--- src/rtl/presc_pkg.sv ---
package presc_pkg;

   typedef enum logic [1:0] {
      PM_SEARCH = 2'b00,
      PM_STEP   = 2'b01,
      PM_FIXHI  = 2'b10,
      PM_NONE   = 2'b11
   } presc_mode_e;

   typedef enum logic [2:0] {
      ST_IDLE,
      ST_BASE_GO,
      ST_BASE_WAIT,
      ST_STEP_GO,
      ST_STEP_WAIT
   } presc_state_e;

endpackage

--- src/rtl/presc_div.sv ---
// Restoring unsigned divider, one quotient bit per clock.
module presc_div #(
   parameter int W = 20
) (
   input  logic         clk,
   input  logic         rst_n,
   input  logic         go_i,
   input  logic [W-1:0] num_i,
   input  logic [W-1:0] den_i,
   output logic         valid_o,
   output logic [W-1:0] quot_o
);
   localparam int CW = $clog2(W + 1);

   if (W < 2) begin : g_bad_width
      $error("presc_div: W must be at least 2");
   end

   logic [W-1:0]  rem_q, quo_q, den_q;
   logic [CW-1:0] cnt_q;
   logic          run_q, valid_q;
   logic [W:0]    shifted, trial;
   logic          fits;

   always_comb begin
      shifted = {rem_q, quo_q[W-1]};
      trial   = shifted - {1'b0, den_q};
      fits    = ~trial[W];
   end

   always_ff @(posedge clk) begin
      if (!rst_n) begin
         rem_q   <= '0;
         quo_q   <= '0;
         den_q   <= '0;
         cnt_q   <= '0;
         run_q   <= 1'b0;
         valid_q <= 1'b0;
      end else if (go_i) begin
         rem_q   <= '0;
         quo_q   <= num_i;
         den_q   <= den_i;
         cnt_q   <= CW'(W);
         run_q   <= 1'b1;
         valid_q <= 1'b0;
      end else if (run_q) begin
         rem_q   <= fits ? trial[W-1:0] : shifted[W-1:0];
         quo_q   <= {quo_q[W-2:0], fits};
         cnt_q   <= cnt_q - CW'(1);
         run_q   <= (cnt_q != CW'(1));
         valid_q <= (cnt_q == CW'(1));
      end else begin
         valid_q <= 1'b0;
      end
   end

   assign valid_o = valid_q;
   assign quot_o  = quo_q;


   div_go_idle_chk: assert property (@(posedge clk) disable iff (!rst_n)
      go_i |-> !run_q);


   div_valid_single_chk: assert property (@(posedge clk) disable iff (!rst_n)
      valid_o |=> !valid_o);

endmodule

--- src/rtl/presc_pack.sv ---
// Assembles the 16-bit word for each formula.
module presc_pack
   import presc_pkg::*;
#(
   parameter int NUM_W      = 20,
   parameter int STEP_LOW   = 128,
   parameter int FIXHI_BYTE = 127
) (
   input  presc_mode_e      mode_i,
   input  logic [NUM_W-1:0] quot_i,
   input  logic [7:0]       loop_i,
   output logic [15:0]      word_o
);
   if (NUM_W < 16) begin : g_bad_num
      $error("presc_pack: NUM_W must be at least 16");
   end
   if (STEP_LOW > 255 || FIXHI_BYTE > 255) begin : g_bad_const
      $error("presc_pack: constant bytes must fit in 8 bits");
   end

   logic [7:0] n_byte, m_byte;

   always_comb begin
      n_byte = loop_i - 8'd1;
      m_byte = loop_i - 8'd2;
      unique case (mode_i)
         PM_SEARCH: word_o = {n_byte, m_byte};
         PM_STEP:   word_o = 16'(((quot_i + NUM_W'(1)) << 8) + NUM_W'(STEP_LOW));
         PM_FIXHI:  word_o = 16'(quot_i + NUM_W'(FIXHI_BYTE * 256));
         default:   word_o = 16'h0000;
      endcase
   end

endmodule

--- src/rtl/presc_calc.sv ---
// Sequential I2C prescale calculator, top level.
module presc_calc
   import presc_pkg::*;
#(
   parameter int SCLK_W       = 16,
   parameter int LOOP_LIMIT   = 255,
   parameter int RATE_SEARCH  = 60,
   parameter int RATE_FIXHI   = 50,
   parameter int STEP_DEN     = 51200,
   parameter int STEP_LOW     = 128,
   parameter int FIXHI_BYTE   = 127
) (
   input  logic              clk,
   input  logic              rst_n,
   input  logic              start_i,
   input  logic [1:0]        mode_i,
   input  logic [SCLK_W-1:0] sclk_i,
   output logic              busy_o,
   output logic              done_o,
   output logic [15:0]       prescale_o,
   output logic              overflow_o
);
   localparam int NUM_W      = SCLK_W + 4;
   localparam int PW         = 2 * NUM_W;
   localparam int DEN_SEARCH = 4 * RATE_SEARCH;
   localparam int DEN_FIXHI  = 4 * FIXHI_BYTE * RATE_FIXHI;

   if (SCLK_W < 12) begin : g_bad_sclk
      $error("presc_calc: SCLK_W must be at least 12");
   end
   if (LOOP_LIMIT < 3 || LOOP_LIMIT > 255) begin : g_bad_limit
      $error("presc_calc: LOOP_LIMIT must lie in 3..255");
   end
   if ($clog2(STEP_DEN + 1) > NUM_W || $clog2(DEN_FIXHI + 1) > NUM_W) begin : g_bad_den
      $error("presc_calc: divisor constants exceed the numerator width");
   end

   presc_state_e      state_q;
   presc_mode_e       mode_q;
   logic [SCLK_W-1:0] sclk_q;
   logic [NUM_W-1:0]  nm_q;
   logic [7:0]        loop_q;
   logic [15:0]       word_q;
   logic              ovf_q, done_q;

   logic [NUM_W-1:0]  scaled, base_den, div_num, div_den, div_quot;
   logic              div_go, div_valid, in_step, found, last_step;
   logic [7:0]        fin_loop;
   logic [15:0]       pack_word;

   always_comb begin
      scaled = ({4'd0, sclk_q} << 3) + ({4'd0, sclk_q} << 1);
      unique case (mode_q)
         PM_SEARCH: base_den = NUM_W'(DEN_SEARCH);
         PM_STEP:   base_den = NUM_W'(STEP_DEN);
         PM_FIXHI:  base_den = NUM_W'(DEN_FIXHI);
         default:   base_den = NUM_W'(1);
      endcase
      in_step   = (state_q == ST_STEP_GO) || (state_q == ST_STEP_WAIT);
      div_num   = in_step ? nm_q : scaled;
      div_den   = in_step ? NUM_W'(loop_q) : base_den;
      div_go    = ((state_q == ST_BASE_GO) && (mode_q != PM_NONE)) ||
                  (state_q == ST_STEP_GO);
      found     = div_quot < NUM_W'(loop_q);
      last_step = loop_q == 8'(LOOP_LIMIT - 1);
      fin_loop  = found ? loop_q : 8'(LOOP_LIMIT);
   end

   presc_div #(.W(NUM_W)) u_div (
      .clk     (clk),
      .rst_n   (rst_n),
      .go_i    (div_go),
      .num_i   (div_num),
      .den_i   (div_den),
      .valid_o (div_valid),
      .quot_o  (div_quot)
   );

   presc_pack #(
      .NUM_W      (NUM_W),
      .STEP_LOW   (STEP_LOW),
      .FIXHI_BYTE (FIXHI_BYTE)
   ) u_pack (
      .mode_i (mode_q),
      .quot_i (div_quot),
      .loop_i (fin_loop),
      .word_o (pack_word)
   );

   always_ff @(posedge clk) begin
      if (!rst_n) begin
         state_q <= ST_IDLE;
         mode_q  <= PM_SEARCH;
         sclk_q  <= '0;
         nm_q    <= '0;
         loop_q  <= 8'd1;
         word_q  <= '0;
         ovf_q   <= 1'b0;
         done_q  <= 1'b0;
      end else begin
         done_q <= 1'b0;
         unique case (state_q)
            ST_IDLE: begin
               if (start_i) begin
                  mode_q  <= presc_mode_e'(mode_i);
                  sclk_q  <= sclk_i;
                  state_q <= ST_BASE_GO;
               end
            end
            ST_BASE_GO: begin
               if (mode_q == PM_NONE) begin
                  word_q  <= 16'h0000;
                  ovf_q   <= 1'b0;
                  done_q  <= 1'b1;
                  state_q <= ST_IDLE;
               end else begin
                  state_q <= ST_BASE_WAIT;
               end
            end
            ST_BASE_WAIT: begin
               if (div_valid) begin
                  if (mode_q == PM_SEARCH) begin
                     nm_q    <= div_quot;
                     loop_q  <= 8'd1;
                     state_q <= ST_STEP_GO;
                  end else begin
                     word_q  <= pack_word;
                     ovf_q   <= 1'b0;
                     done_q  <= 1'b1;
                     state_q <= ST_IDLE;
                  end
               end
            end
            ST_STEP_GO: state_q <= ST_STEP_WAIT;
            ST_STEP_WAIT: begin
               if (div_valid) begin
                  if (found || last_step) begin
                     word_q  <= pack_word;
                     ovf_q   <= ~found;
                     done_q  <= 1'b1;
                     state_q <= ST_IDLE;
                  end else begin
                     loop_q  <= loop_q + 8'd1;
                     state_q <= ST_STEP_GO;
                  end
               end
            end
            default: state_q <= ST_IDLE;
         endcase
      end
   end

   assign busy_o     = (state_q != ST_IDLE);
   assign done_o     = done_q;
   assign prescale_o = word_q;
   assign overflow_o = ovf_q;


   done_pulse_chk: assert property (@(posedge clk) disable iff (!rst_n)
      done_o |=> !done_o);


   word_hold_chk: assert property (@(posedge clk) disable iff (!rst_n)
      !done_o |-> ($stable(prescale_o) && $stable(overflow_o)));


   start_ignored_chk: assert property (@(posedge clk) disable iff (!rst_n)
      (busy_o && start_i) |=> ($stable(sclk_q) && $stable(mode_q)));


   busy_rise_chk: assert property (@(posedge clk) disable iff (!rst_n)
      (start_i && !busy_o) |=> busy_o);


   ovf_word_chk: assert property (@(posedge clk) disable iff (!rst_n)
      $rose(overflow_o) |-> (done_o &&
         prescale_o == {8'(LOOP_LIMIT - 1), 8'(LOOP_LIMIT - 2)}));


   div_exact_chk: assert property (@(posedge clk) disable iff (!rst_n)
      div_valid |-> ((PW'(div_quot) * PW'(div_den) <= PW'(div_num)) &&
                     (PW'(div_num) - PW'(div_quot) * PW'(div_den) < PW'(div_den))));

endmodule

--- config.mk ---
export PLATFORM = sky130hd
export DESIGN_NAME = presc_calc
export DESIGN_NICKNAME = d
export VERILOG_FILES = /design/src/rtl/presc_pkg.sv /design/src/rtl/presc_div.sv /design/src/rtl/presc_pack.sv /design/src/rtl/presc_calc.sv
export SDC_FILE = /design/constraint.sdc
export NUM_CORES = 1
export LEC_CHECK = 0
export BUFFER_PORTS_ARGS = -buffer_cell sky130_fd_sc_hd__buf_2
export CAP_MARGIN = 20
export CORE_ASPECT_RATIO = 1.5
export CORE_MARGIN = 2
export CORE_UTILIZATION = 34
export CTS_CLUSTER_DIAMETER = 80
export DETAILED_ROUTE_END_ITERATION = 16
export HOLD_SLACK_MARGIN = 0.12
export PLACE_DENSITY_LB_ADDON = 0.05
export SYNTH_ARGS = -nofsm -noshare
export SYNTH_HDL_FRONTEND = slang
export SYNTH_HIERARCHICAL = 1
export SYNTH_SLANG_ARGS = --single-unit
--- constraint.sdc ---
create_clock -name clk -period 3.95 [get_ports clk]
set_input_delay 0.5925 -clock clk [delete_from_list [all_inputs] [get_ports clk]]
set_output_delay 0.5925 -clock clk [all_outputs]
set_load 0.1 [all_outputs]
==> key figures, run 1 <==
Run status
  • Outcome: complete, no violations

Timing
  • Peak Freq: about 290 MHz
  • Final worst clock skew: roughly 0.012 ns
  • Final Critical Period: approximately 3.4 ns
  • Final count of hold timing violations: 0
  • Setup ws final: about 0.53 ns
  • Portion of the clock cycle consumed by the worst path in the final layout: between 80% and 90%
  • Setup violators final: 0
  • Final sum of negative setup slack: 0 ns
  • Relative slew slack: between 40 and 50%
  • Slew at the pin closest to its max-slew limit: 0.756 ns
  • Number of max-slew violations in the final report: 0
  • Setup repair after global routing missed its margin: no

Worst setup path
  • Worst setup EP type: flop
  • Worst reg2reg path depth: 15
  • Peak fanout along the critical path: 6
  • Startpoint of the lowest-slack register-to-register path: loop_q[7]
  • Data arrival at the endpoint of the critical path: between 3 and 4 ns
  • Cell-by-cell listing of the critical path: inv_1, ha_1, nor4_1, nand4_1, a31oi_1, and2_1, nand2_1, inv_1, ha_1, nor3b_4, nand3_1, xor2_1, a222oi_1, nand2_1, mux2i_1
  • Crit-path max cell delay: between 0.3 and 0.4 ns
  • Launching instance or port of the critical path: loop_q[7]
  • CP Data Required Time: about 4.3 ns
  • Worst path buffer plus inverter count: 2
  • Worst path top cell family by delay: simple AND/OR/NAND/NOR gates
  • Depth of the critical timing path with buffers and inverters included: 15
  • Worst path slowest cell: sky130_fd_sc_hd__nor4_1
  • Startpoint types: flop
  • Type of the setup path with the least slack: flop to flop

Floorplan
  • Placement row count: between 70 and 80
  • Top Ports: 40
  • Chip Height: around 200 um
  • Initial core utilization: 34.4%
  • Placeable core area: approximately 26,000 um^2
  • Width of the die: 136 um
  • Die outline area: 27,400 um^2

Yosys
  • Basic-gate share of the synthesized area counting and, or, nand and nor cells: between 20% and 30%
  • EDFF count, synth: 0
  • Async set-or-reset flop fraction in the synthesized netlist: 0%
  • Synthesis-stage register bit count: 134
  • Mux share of post-synthesis cell area: 8.81%
  • Area of the mapped netlist: ~8900 um^2
  • Cell variety after synth: 73
  • Most common flop cell mapped by yosys: sky130_fd_sc_hd__dfxtp_1
  • Synthesis warning total: 6
  • Post-synthesis share of cell area spent on full adders, half adders and majority gates: 8.07%
  • Post-Synthesis Mean Instance Area: 7.89 um^2
  • Sequential element share of the synthesized area: 30.2%
  • Gate Count Post-Synth: 1,125
  • Fraction of the mapped netlist area in compound gates: about a fifth
  • Synthesized-area fraction occupied by xor and xnor cells: 4.72%
  • Main combinational cell family by area after synthesis: simple AND/OR/NAND/NOR gates

Pwr
  • Max rail drop VDD: roughly 370 uV
  • Static leakage: 4.18 nW
  • Final Total Pwr: approximately 0.005 W
  • Pwr Density: between 500 and 600 nW/um^2

Detailed routing
  • Initial DRC count: about 310
  • Number of vias per cell: approximately 5.2
  • 1st-pass router iterations: 5
  • DRT Wirelength: ~27,000 um
  • Vias post-DR: 7,770
  • Count of nets left with antenna violations after detail routing: 0
  • DRC violations left: 0
  • Final routed wire length divided by cell count: 17.8 um

Placement
  • HPWL Detailed: 20,000 um
  • Count of input and output buffers: 39
  • Worst setup timing slack at the placement stage: between 0.5 and 0.6 ns
  • RePlAce Congestion: roughly 0.8

Worst hold path
  • Count of cells along the worst hold path: 3
  • Tightest Hold Check Type: input pin to flop
  • Origin of the worst min-delay path: sclk_i[9]

CTS
  • Number of buffers on the longest clock path: 2
  • Number of buffers created by CTS: 17
  • Total clock sinks: between 100 and 150
  • Root buf cell: sky130_fd_sc_hd__clkbuf_16
  • Number of H-tree branching levels: 4
  • CTS hold repair buffers: 0
  • Clock insertion delay at the later pin of the skew report: between 0.4 and 0.5 ns
  • CTS clock-pin slew for the worst setup and hold paths: around 0.06 ns
  • Post-CTS Repair Setup Buffers: 0
  • TritonCTS clock tree: yes
  • Post_cts resized: 0

Global route
  • Initial antenna violation count: 0
  • Pin count of the biggest net entering global routing: between 60 and 70
  • Vias in the first global route: just under 8,000
  • Global-route congestion overflow total: 0
  • GRT Total Usage: between 20% and 30%
  • Global-route wire length before repair: 42,400 um

Flow run
  • Reported max-cap violation count: 0

Final layout
  • Share of final-layout standard cells stronger than drive strength 1: around a tenth
  • Post-layout net count: 1,228
  • Synthesis-to-finish area growth: 12.1%
  • Post-Route Utilization: a little under 40%
  • Final antenna diode count: 0
-- metrics by stage --
step	std cells	hold WS (ns)	instance area, um^2
after floorplan	1130	0.432	8890
after global placement	1465	0.442	9400
after detailed placement	1465	0.447	9400
after CTS	1497	0.376	9940
after global routing	1497	0.384	9940
final	1497	0.387	9940
-- layout make-up --
type / instances / area [um^2]
Fill cell: 2827 / 15800
Multi-Input combinational cell: 880 / 5720
Sequential cell: 134 / 2680
Clock buffer: 18 / 439
Tap cell: 333 / 417
Timing Repair Buffer: 61 / 373
Inverter: 57 / 214
Clock inverter: 14 / 103
-- cells in the mapped netlist (11+ instances only) --
library cell               instances  area (um^2)
sky130_fd_sc_hd__nand2_1         214          803
sky130_fd_sc_hd__dfxtp_1         134         2680
sky130_fd_sc_hd__a21oi_1          94          470
sky130_fd_sc_hd__mux2i_1          77          771
sky130_fd_sc_hd__inv_1            55          206
sky130_fd_sc_hd__ha_1             54          676
sky130_fd_sc_hd__nor2_1           52          195
sky130_fd_sc_hd__o21ai_0          48          240
sky130_fd_sc_hd__clkbuf_1         35          131
sky130_fd_sc_hd__nor2b_1          31          194
sky130_fd_sc_hd__nand3_1          30          150
sky130_fd_sc_hd__nor3_1           27          135
sky130_fd_sc_hd__xnor2_1          26          228
sky130_fd_sc_hd__xor2_1           20          175
sky130_fd_sc_hd__o211a_1          19          190
sky130_fd_sc_hd__a21o_1           17          128
sky130_fd_sc_hd__buf_2            13         65.1
sky130_fd_sc_hd__o31ai_1          11         82.6
-- cell families (layout without fill, tap and decap cells) --
logic type,count (synthesis),count (layout)
AO/OA/AOI/OAI,265,265
XOR/XNOR,47,47
adder cells (fa/ha/maj),56,56
buffers and inverters,116,150
flip-flops,134,134
multiplexers,78,78
other,1,6
AND/OR/NAND/NOR,428,428
-- report_power, final --
| group | internal, W | leakage (nW) | switching (W) |
|---|---|---|---|
| sequential | 0.00145 | 1.09 | 0.000145 |
| combinational | 0.000810 | 2.83 | 0.00113 |
| clock | 0.000821 | 0.259 | 0.000668 |
| total | 0.00308 | 4.18 | 0.00194 |
-- registers in the layout, summed over array words and instances (netlist names) --
register / cells
prescale_o: 16
overflow_o: 1
u_div/rem_q: 20
u_div/valid_o: 1
mode_q: 2
u_div/quot_o: 20
u_div/cnt_q: 5
sclk_q: 16
nm_q: 20
done_o: 1
u_div/den_q: 20
loop_q: 8
u_div/run_q: 1
state_q: 3
-- path summary, 6_finish.rpt --
path               endpoint  slack (ns)
max reg2reg  prescale_o[15]        0.53
min               sclk_q[9]        0.39
max          prescale_o[15]        0.53
min reg2reg        nm_q[13]        0.46
-- cell usage in the layout, fill, tap and decap left out, types with 31 or more instances in the layout --
| cell type | count |
|---|---|
| sky130_fd_sc_hd__ha_1 | 54 |
| sky130_fd_sc_hd__nor2b_1 | 31 |
| sky130_fd_sc_hd__a21oi_1 | 94 |
| sky130_fd_sc_hd__nand2_1 | 214 |
| sky130_fd_sc_hd__dfxtp_1 | 133 |
| sky130_fd_sc_hd__inv_1 | 55 |
| sky130_fd_sc_hd__o21ai_0 | 48 |
| sky130_fd_sc_hd__nor2_1 | 52 |
| sky130_fd_sc_hd__buf_2 | 39 |
| sky130_fd_sc_hd__mux2i_1 | 77 |
-- tightest hold or removal path: stages --
cell	delay (ns)
sky130_fd_sc_hd__buf_2	0.09
sky130_fd_sc_hd__nand2_1	0.04
sky130_fd_sc_hd__a21oi_1	0.05
-- layer usage --
layer	wire length (um)	up-vias	global-route usage, %	share of wire, %
met5	0	-	0	0
met4	819	0	8.00	3.1
li1	-	3982	-	-
met2	14900	77	39.9	56
met3	392	40	2.71	1.5
met1	10500	3671	20.6	39
Power figures use the tool's default switching activity.
==> inputs of run 2 (changes only) <==
Settings changed: CAP_MARGIN 20 to unset.
Clock period 3.95 ns to 3.8 ns, I/O delays scaled along.
==> run 2 against run 1 <==
  * Via count increased by 0.26%
  * Count of clock-buffer cells in the layout increased by 4
  * Sequential power increased by 3%
  * Power increased by 7.3%
  * Sequential cell count unchanged
  * Clock power increased by 14%
  * Core utilization increased by 0.39 points
  * Sequential share of layout area decreased by 0.27 points
==> key figures, run 2 (same netlist as run 1, synthesis figures left out) <==
Run status
  • Outcome: complete, no violations

Flow run
  • Reported max-cap violation count: 0

Worst setup path
  • Worst setup EP type: flop
  • Peak fanout along the critical path: 6
  • Endpoint of the worst-slack reg-to-reg timing path: prescale_o[15]
  • Type of the setup path with the least slack: flop to flop
  • Startpoint types: flop
  • CP Data Required Time: 4.16 ns
  • Reg2reg setup slack: 0.59 ns
  • Startpoint of the lowest-slack register-to-register path: loop_q[7]
  • Data arrival at the endpoint of the critical path: between 3 and 4 ns
  • Worst reg2reg path depth: 15

Timing
  • Portion of the clock cycle consumed by the worst path in the final layout: 84.4%
  • Setup repair after global routing missed its margin: no
  • Relative slew slack: between 40% and 50%
  • Slew at the pin closest to its max-slew limit: a little under 0.9 ns
  • Setup ws final: ~0.59 ns
  • Peak Freq: about 310 MHz
  • Final Critical Period: 3.21 ns
  • Final count of hold timing violations: 0
  • Setup violators final: 0
  • Number of max-slew violations in the final report: 0
  • Final sum of negative setup slack: 0 ns
  • Final worst clock skew: between 0.008 and 0.009 ns

Floorplan
  • Die outline area: roughly 27,000 um^2
  • Width of the die: ~140 um
  • Placeable core area: around 26,000 um^2
  • Placement row count: ~70
  • Chip Height: around 200 um
  • Initial core utilization: about 34%
  • Top Ports: 40

CTS
  • CTS clock-pin slew for the worst setup and hold paths: 0.06 ns
  • CTS hold repair buffers: 0
  • Clock insertion delay at the later pin of the skew report: 0.44 ns
  • Post-CTS Repair Setup Buffers: 0
  • Number of buffers on the longest clock path: 2
  • Post_cts resized: 0
  • Root buf cell: sky130_fd_sc_hd__clkbuf_16
  • Number of buffers created by CTS: 17
  • TritonCTS clock tree: yes
  • Total clock sinks: roughly 130
  • Number of H-tree branching levels: 4

Detailed routing
  • Initial DRC count: 320
  • DRT Wirelength: between 20,000 and 30,000 um
  • Final routed wire length divided by cell count: 17.9 um
  • Number of vias per cell: just over 5
  • Count of nets left with antenna violations after detail routing: 0
  • 1st-pass router iterations: 4
  • DRC violations left: 0
  • Vias post-DR: 7,790

Pwr
  • Internal power: approximately 0.0034 W
  • Static leakage: approximately 4.2 nW
  • Combinational cell fraction of total power: around 38%
  • Pwr Density: approximately 540 nW/um^2
  • Clock power frac: a little under a third
  • Fraction of power spent switching nets: between 30% and 40%
  • Max rail drop VDD: 334 uV
  • Sequential power share: a little under a third
  • Switch Pwr: 0.00199 W

Final layout
  • Synthesis-to-finish area growth: 13.2%
  • Post-layout net count: 1,233
  • Most frequent cells in the layout: 214 x sky130_fd_sc_hd__nand2_1, 133 x sky130_fd_sc_hd__dfxtp_1, 94 x sky130_fd_sc_hd__a21oi_1
  • Post-Route Utilization: 39.0%
  • Share of final-layout standard cells stronger than drive strength 1: a little over a tenth
  • Count of placed standard cells in the final layout, fillers left out: ~1,500
  • Final antenna diode count: 0
  • Most frequent standard cell in the layout excluding fill and tap cells: sky130_fd_sc_hd__nand2_1

Global route
  • Global-route wire length before repair: between 40,000 and 50,000 um
  • Initial antenna violation count: 0
  • Global-route congestion overflow total: 0
  • Vias in the first global route: 7,923
  • Pin count of the biggest net entering global routing: 44
  • GRT Total Usage: 20.2%

Placement
  • HPWL Detailed: 20,300 um
  • RePlAce Congestion: a little over 0.8
  • Post-Place Cells: between 1,000 and 1,500
  • Count of input and output buffers: 39
  • Worst setup timing slack at the placement stage: between 0.5 and 0.6 ns

Worst hold path
  • Hold-critical path endpoint: sclk_q[9]
  • Tightest Hold Check Type: input pin to flop
  • Origin of the worst min-delay path: sclk_i[9]
  • Count of cells along the worst hold path: 3
[run 2: cell count changes in the layout (fill, tap and decap cells not counted)]
cell	change
sky130_fd_sc_hd__clkinvlp_4	+1
sky130_fd_sc_hd__clkinv_2	-3
sky130_fd_sc_hd__clkbuf_1	+1
sky130_fd_sc_hd__inv_6	-2
sky130_fd_sc_hd__clkinv_4	-2
sky130_fd_sc_hd__buf_4	+5
sky130_fd_sc_hd__bufinv_16	+2
sky130_fd_sc_hd__clkbuf_8	+3
[run 2: how the worst max path moves through the flow]
stage | start | to | cells after the start
after floorplan | loop_q[7] | prescale_o[15] | 17
after global placement | loop_q[7] | prescale_o[15] | 15
after detailed placement | loop_q[7] | prescale_o[15] | 15
after CTS | loop_q[7] | prescale_o[15] | 15
after global routing | loop_q[7] | prescale_o[15] | 15
final | loop_q[7] | prescale_o[15] | 15
[run 2: worst max-delay path: stages, from the launching register on]
cell and delay (ns):
sky130_fd_sc_hd__dfxtp_1 0.37, sky130_fd_sc_hd__inv_1 0.10, sky130_fd_sc_hd__ha_1 0.33, sky130_fd_sc_hd__a211oi_1 0.23
sky130_fd_sc_hd__nand4_1 0.10, sky130_fd_sc_hd__a31oi_1 0.19, sky130_fd_sc_hd__and2_1 0.25, sky130_fd_sc_hd__nand2_1 0.17
sky130_fd_sc_hd__inv_1 0.12, sky130_fd_sc_hd__ha_1 0.21, sky130_fd_sc_hd__nor3b_4 0.27, sky130_fd_sc_hd__nand3_1 0.12
sky130_fd_sc_hd__xor2_1 0.16, sky130_fd_sc_hd__a222oi_1 0.32, sky130_fd_sc_hd__nand2_1 0.08, sky130_fd_sc_hd__mux2i_1 0.12
[run 2: cell type report]
| type | instances | area (um^2) |
|---|---|---|
| Timing Repair Buffer | 66 | 410 |
| Tap cell | 333 | 417 |
| Clock buffer | 22 | 484 |
| Clock inverter | 10 | 120 |
| Inverter | 57 | 214 |
| Fill cell | 2750 | 15700 |
| Sequential cell | 134 | 2680 |
| Multi-Input combinational cell | 880 | 5720 |
[run 2: per-layer routing]
metal | vias up | track usage [%] | share of wire [%]
met2 | 88 | 40.1 | 57
met1 | 3666 | 20.6 | 39
met4 | 0 | 8.82 | 3.2
met5 | - | 0 | 0
li1 | 3989 | - | -
met3 | 47 | 2.56 | 1.5
[run 2: power by group through the flow]
| stage | logic (W) | registers (W) | clock network, W |
|---|---|---|---|
| CTS | 0.00206 | 0.00165 | 0.00175 |
| detailed placement | 0.00204 | 0.00168 | 0 |
| finish | 0.00203 | 0.00165 | 0.00170 |
| floorplan | 0.00159 | 0.00163 | 0 |
| global route | 0.00224 | 0.00167 | 0.00181 |
| global placement | 0.00205 | 0.00168 | 0 |
[run 2: through the flow]
stage,total power [W],area [um^2],hold slack [ns]
final,0.00539,10000,0.365
after global placement,0.00373,9440,0.443
after detailed placement,0.00373,9440,0.448
after floorplan,0.00322,8890,0.432
after global routing,0.00572,10000,0.366
after CTS,0.00546,10000,0.349
==> inputs of run 3 (changes only) <==
Clock period 3.8 ns to 2.8 ns, I/O delays scaled along.
==> run 3 against run 2 <==
  * Sequential share of layout area decreased by 1.9 points
  * Final area increased by 7.7%
  * Combinational power increased by 67%
  * Core utilization increased by 3.0 points
  * Register-to-register slack worse by 0.55 ns
  * Global-route usage shrank 0.14 points
  * Via count up 2.4%
  * Sequential power rose by 33%
  * Worst hold slack worse by 0.14 ns
  * Setup slack worse by 0.55 ns
  * Count of clock-buffer cells in the layout decreased by 4
  * Largest power group unchanged
==> key figures, run 3 (same netlist as run 1, synthesis figures left out) <==
Placement
  • Count of input and output buffers: 39
  • HPWL Detailed: roughly 20,000 um
  • Post-Place Cells: between 1,500 and 2,000
  • RePlAce Congestion: approximately 0.86

Floorplan
  • Placeable core area: between 20,000 and 30,000 um^2
  • Placement row count: 72
  • Die outline area: 27,400 um^2
  • Top Ports: 40
  • Width of the die: roughly 140 um
  • Initial core utilization: between 30% and 40%
  • Chip Height: 202 um

CTS
  • Total clock sinks: ~130
  • Number of buffers on the longest clock path: 2
  • Number of H-tree branching levels: 4
  • Clock insertion delay at the later pin of the skew report: between 0.4 and 0.5 ns
  • CTS clock-pin slew for the worst setup and hold paths: around 0.070 ns
  • CTS hold repair buffers: 0
  • Root buf cell: sky130_fd_sc_hd__clkbuf_16
  • TritonCTS clock tree: yes
  • Number of buffers created by CTS: 17

Global route
  • Vias in the first global route: 8,203
  • Initial antenna violation count: 0
  • Pin count of the biggest net entering global routing: 43
  • GRT Total Usage: approximately a fifth
  • Global-route wire length before repair: about 43,000 um
  • Global-route congestion overflow total: 0

Detailed routing
  • Vias post-DR: roughly 8,000
  • Initial DRC count: around 290
  • DRC violations left: 0
  • 1st-pass router iterations: 5
  • Final routed wire length divided by cell count: ~17 um
  • Number of vias per cell: 5.10
  • Count of nets left with antenna violations after detail routing: 0
  • DRT Wirelength: 26,300 um

Worst hold path
  • Origin of the worst min-delay path: sclk_i[11]
  • Tightest Hold Check Type: input pin to flop

Pwr
  • Switch Pwr: ~0.0029 W
  • Internal power: just over 0.005 W
  • Fraction of power spent switching nets: 36.4%
  • Pwr Density: 735 nW/um^2
  • Max rail drop VDD: 634 uV
  • Combinational cell fraction of total power: roughly 43%
  • Sequential power share: 27.5%
  • Clock power frac: 29.8%
  • Static leakage: around 4.6 nW

Timing
  • Relative slew slack: between 60% and 70%
  • Peak Freq: 362 MHz
  • Final Critical Period: ~2.8 ns
  • Final hold slack: 0.224 ns
  • Setup repair after global routing missed its margin: yes
  • Slew at the pin closest to its max-slew limit: 0.588 ns
  • Setup violators final: 0
  • Portion of the clock cycle consumed by the worst path in the final layout: ~99%
  • Final worst clock skew: 0.00961 ns
  • Final sum of negative setup slack: 0 ns
  • Final count of hold timing violations: 0
  • Number of max-slew violations in the final report: 0

Flow run
  • Reported max-cap violation count: 0

Worst setup path
  • Startpoint of the lowest-slack register-to-register path: u_div/quot_o[19]
  • Launching instance or port of the critical path: u_div/quot_o[19]
  • Worst setup EP type: flop
  • CP Data Required Time: about 3.1 ns
  • Startpoint types: flop
  • Peak fanout along the critical path: 6
  • Data arrival at the endpoint of the critical path: around 3.1 ns
  • Type of the setup path with the least slack: flop to flop

Final layout
  • Final antenna diode count: 0
  • Synthesis-to-finish area growth: 22.0%
  • Count of placed standard cells in the final layout, fillers left out: approximately 1,600
  • Share of final-layout standard cells stronger than drive strength 1: about a fifth
  • Post-layout net count: between 1,000 and 1,500
  • Register Area: about 2700 um^2
  • Most frequent standard cell in the layout excluding fill and tap cells: sky130_fd_sc_hd__nand2_1
  • Most frequent cells in the layout: 206 x sky130_fd_sc_hd__nand2_1, 127 x sky130_fd_sc_hd__dfxtp_1, 93 x sky130_fd_sc_hd__a21oi_1
  • Final-layout fill cell count: ~2,800
  • Area of the multi-input gates: between 5000 and 6000 um^2

Run status
  • Outcome: complete, no violations
[run 3: metrics by stage]
step / setup slack (ns) / instance area, um^2 / total power (W) / util (%)
after floorplan: 0.00415 / 8930 / 0.00439 / -
after global placement: 0.0440 / 9920 / 0.00531 / 38.5
after detailed placement: 0.0466 / 9920 / 0.00531 / 38.5
after CTS: 0.0111 / 10500 / 0.00772 / 40.9
after global routing: -0.0925 / 10800 / 0.00845 / 42.0
final: 0.0413 / 10800 / 0.00795 / 42.0
[run 3: cell type report]
type	instances	share of cell area [%]
well taps	333	3.85
clock buffers	18	4.06
clock inverters	14	1.62
inverters	57	2.02
repair buffers	130	8.53
flip-flops and latches	134	24.9
multi-input cells	880	55.1
[run 3: critical path: stages, from the launching register on]
cell and delay, ns:
sky130_fd_sc_hd__dfxtp_2 0.33, sky130_fd_sc_hd__inv_2 0.05, sky130_fd_sc_hd__ha_4 0.16, sky130_fd_sc_hd__fa_2 0.38, sky130_fd_sc_hd__nand2b_4 0.16, sky130_fd_sc_hd__a21oi_4 0.20
sky130_fd_sc_hd__o21ai_4 0.08, sky130_fd_sc_hd__a21o_1 0.21, sky130_fd_sc_hd__a211oi_4 0.35, sky130_fd_sc_hd__xnor2_4 0.22, sky130_fd_sc_hd__clkbuf_16 0.22, sky130_fd_sc_hd__mux2i_1 0.19
sky130_fd_sc_hd__a21oi_1 0.08
[run 3: final timing paths]
check,slack [ns],endpoint,cells past startpoint
max,0.04,u_div/rem_q[8],12
min,0.22,sclk_q[11],3
max reg2reg,0.04,u_div/rem_q[8],12
min reg2reg,0.45,nm_q[4],2
[run 3: layer usage]
layer  vias to the layer above  GRT usage, %  share of wire, %
li1                       4112             -                 -
met2                        62          40.4                58
met5                         -             0                 0
met3                        25          2.88               1.3
met4                         0          6.10               1.7
met1                      3780          20.8                39
[run 3: repair_timing]
action	in CTS	in global routing
endpoints found under the setup margin	0	35
hold endpoints to repair	0	0
buffers inserted	0	4
gates resized for setup	0	56
[run 3: power groups by stage]
stage | logic [W] | clock network [W] | registers [W]
2_1_floorplan | 0.00218 | 0 | 0.00222
3_5_place_dp | 0.00309 | 0 | 0.00223
3_3_place_gp | 0.00309 | 0 | 0.00223
4_1_cts | 0.00310 | 0.00244 | 0.00218
5_1_grt | 0.00373 | 0.00251 | 0.00221
6_report | 0.00339 | 0.00237 | 0.00219
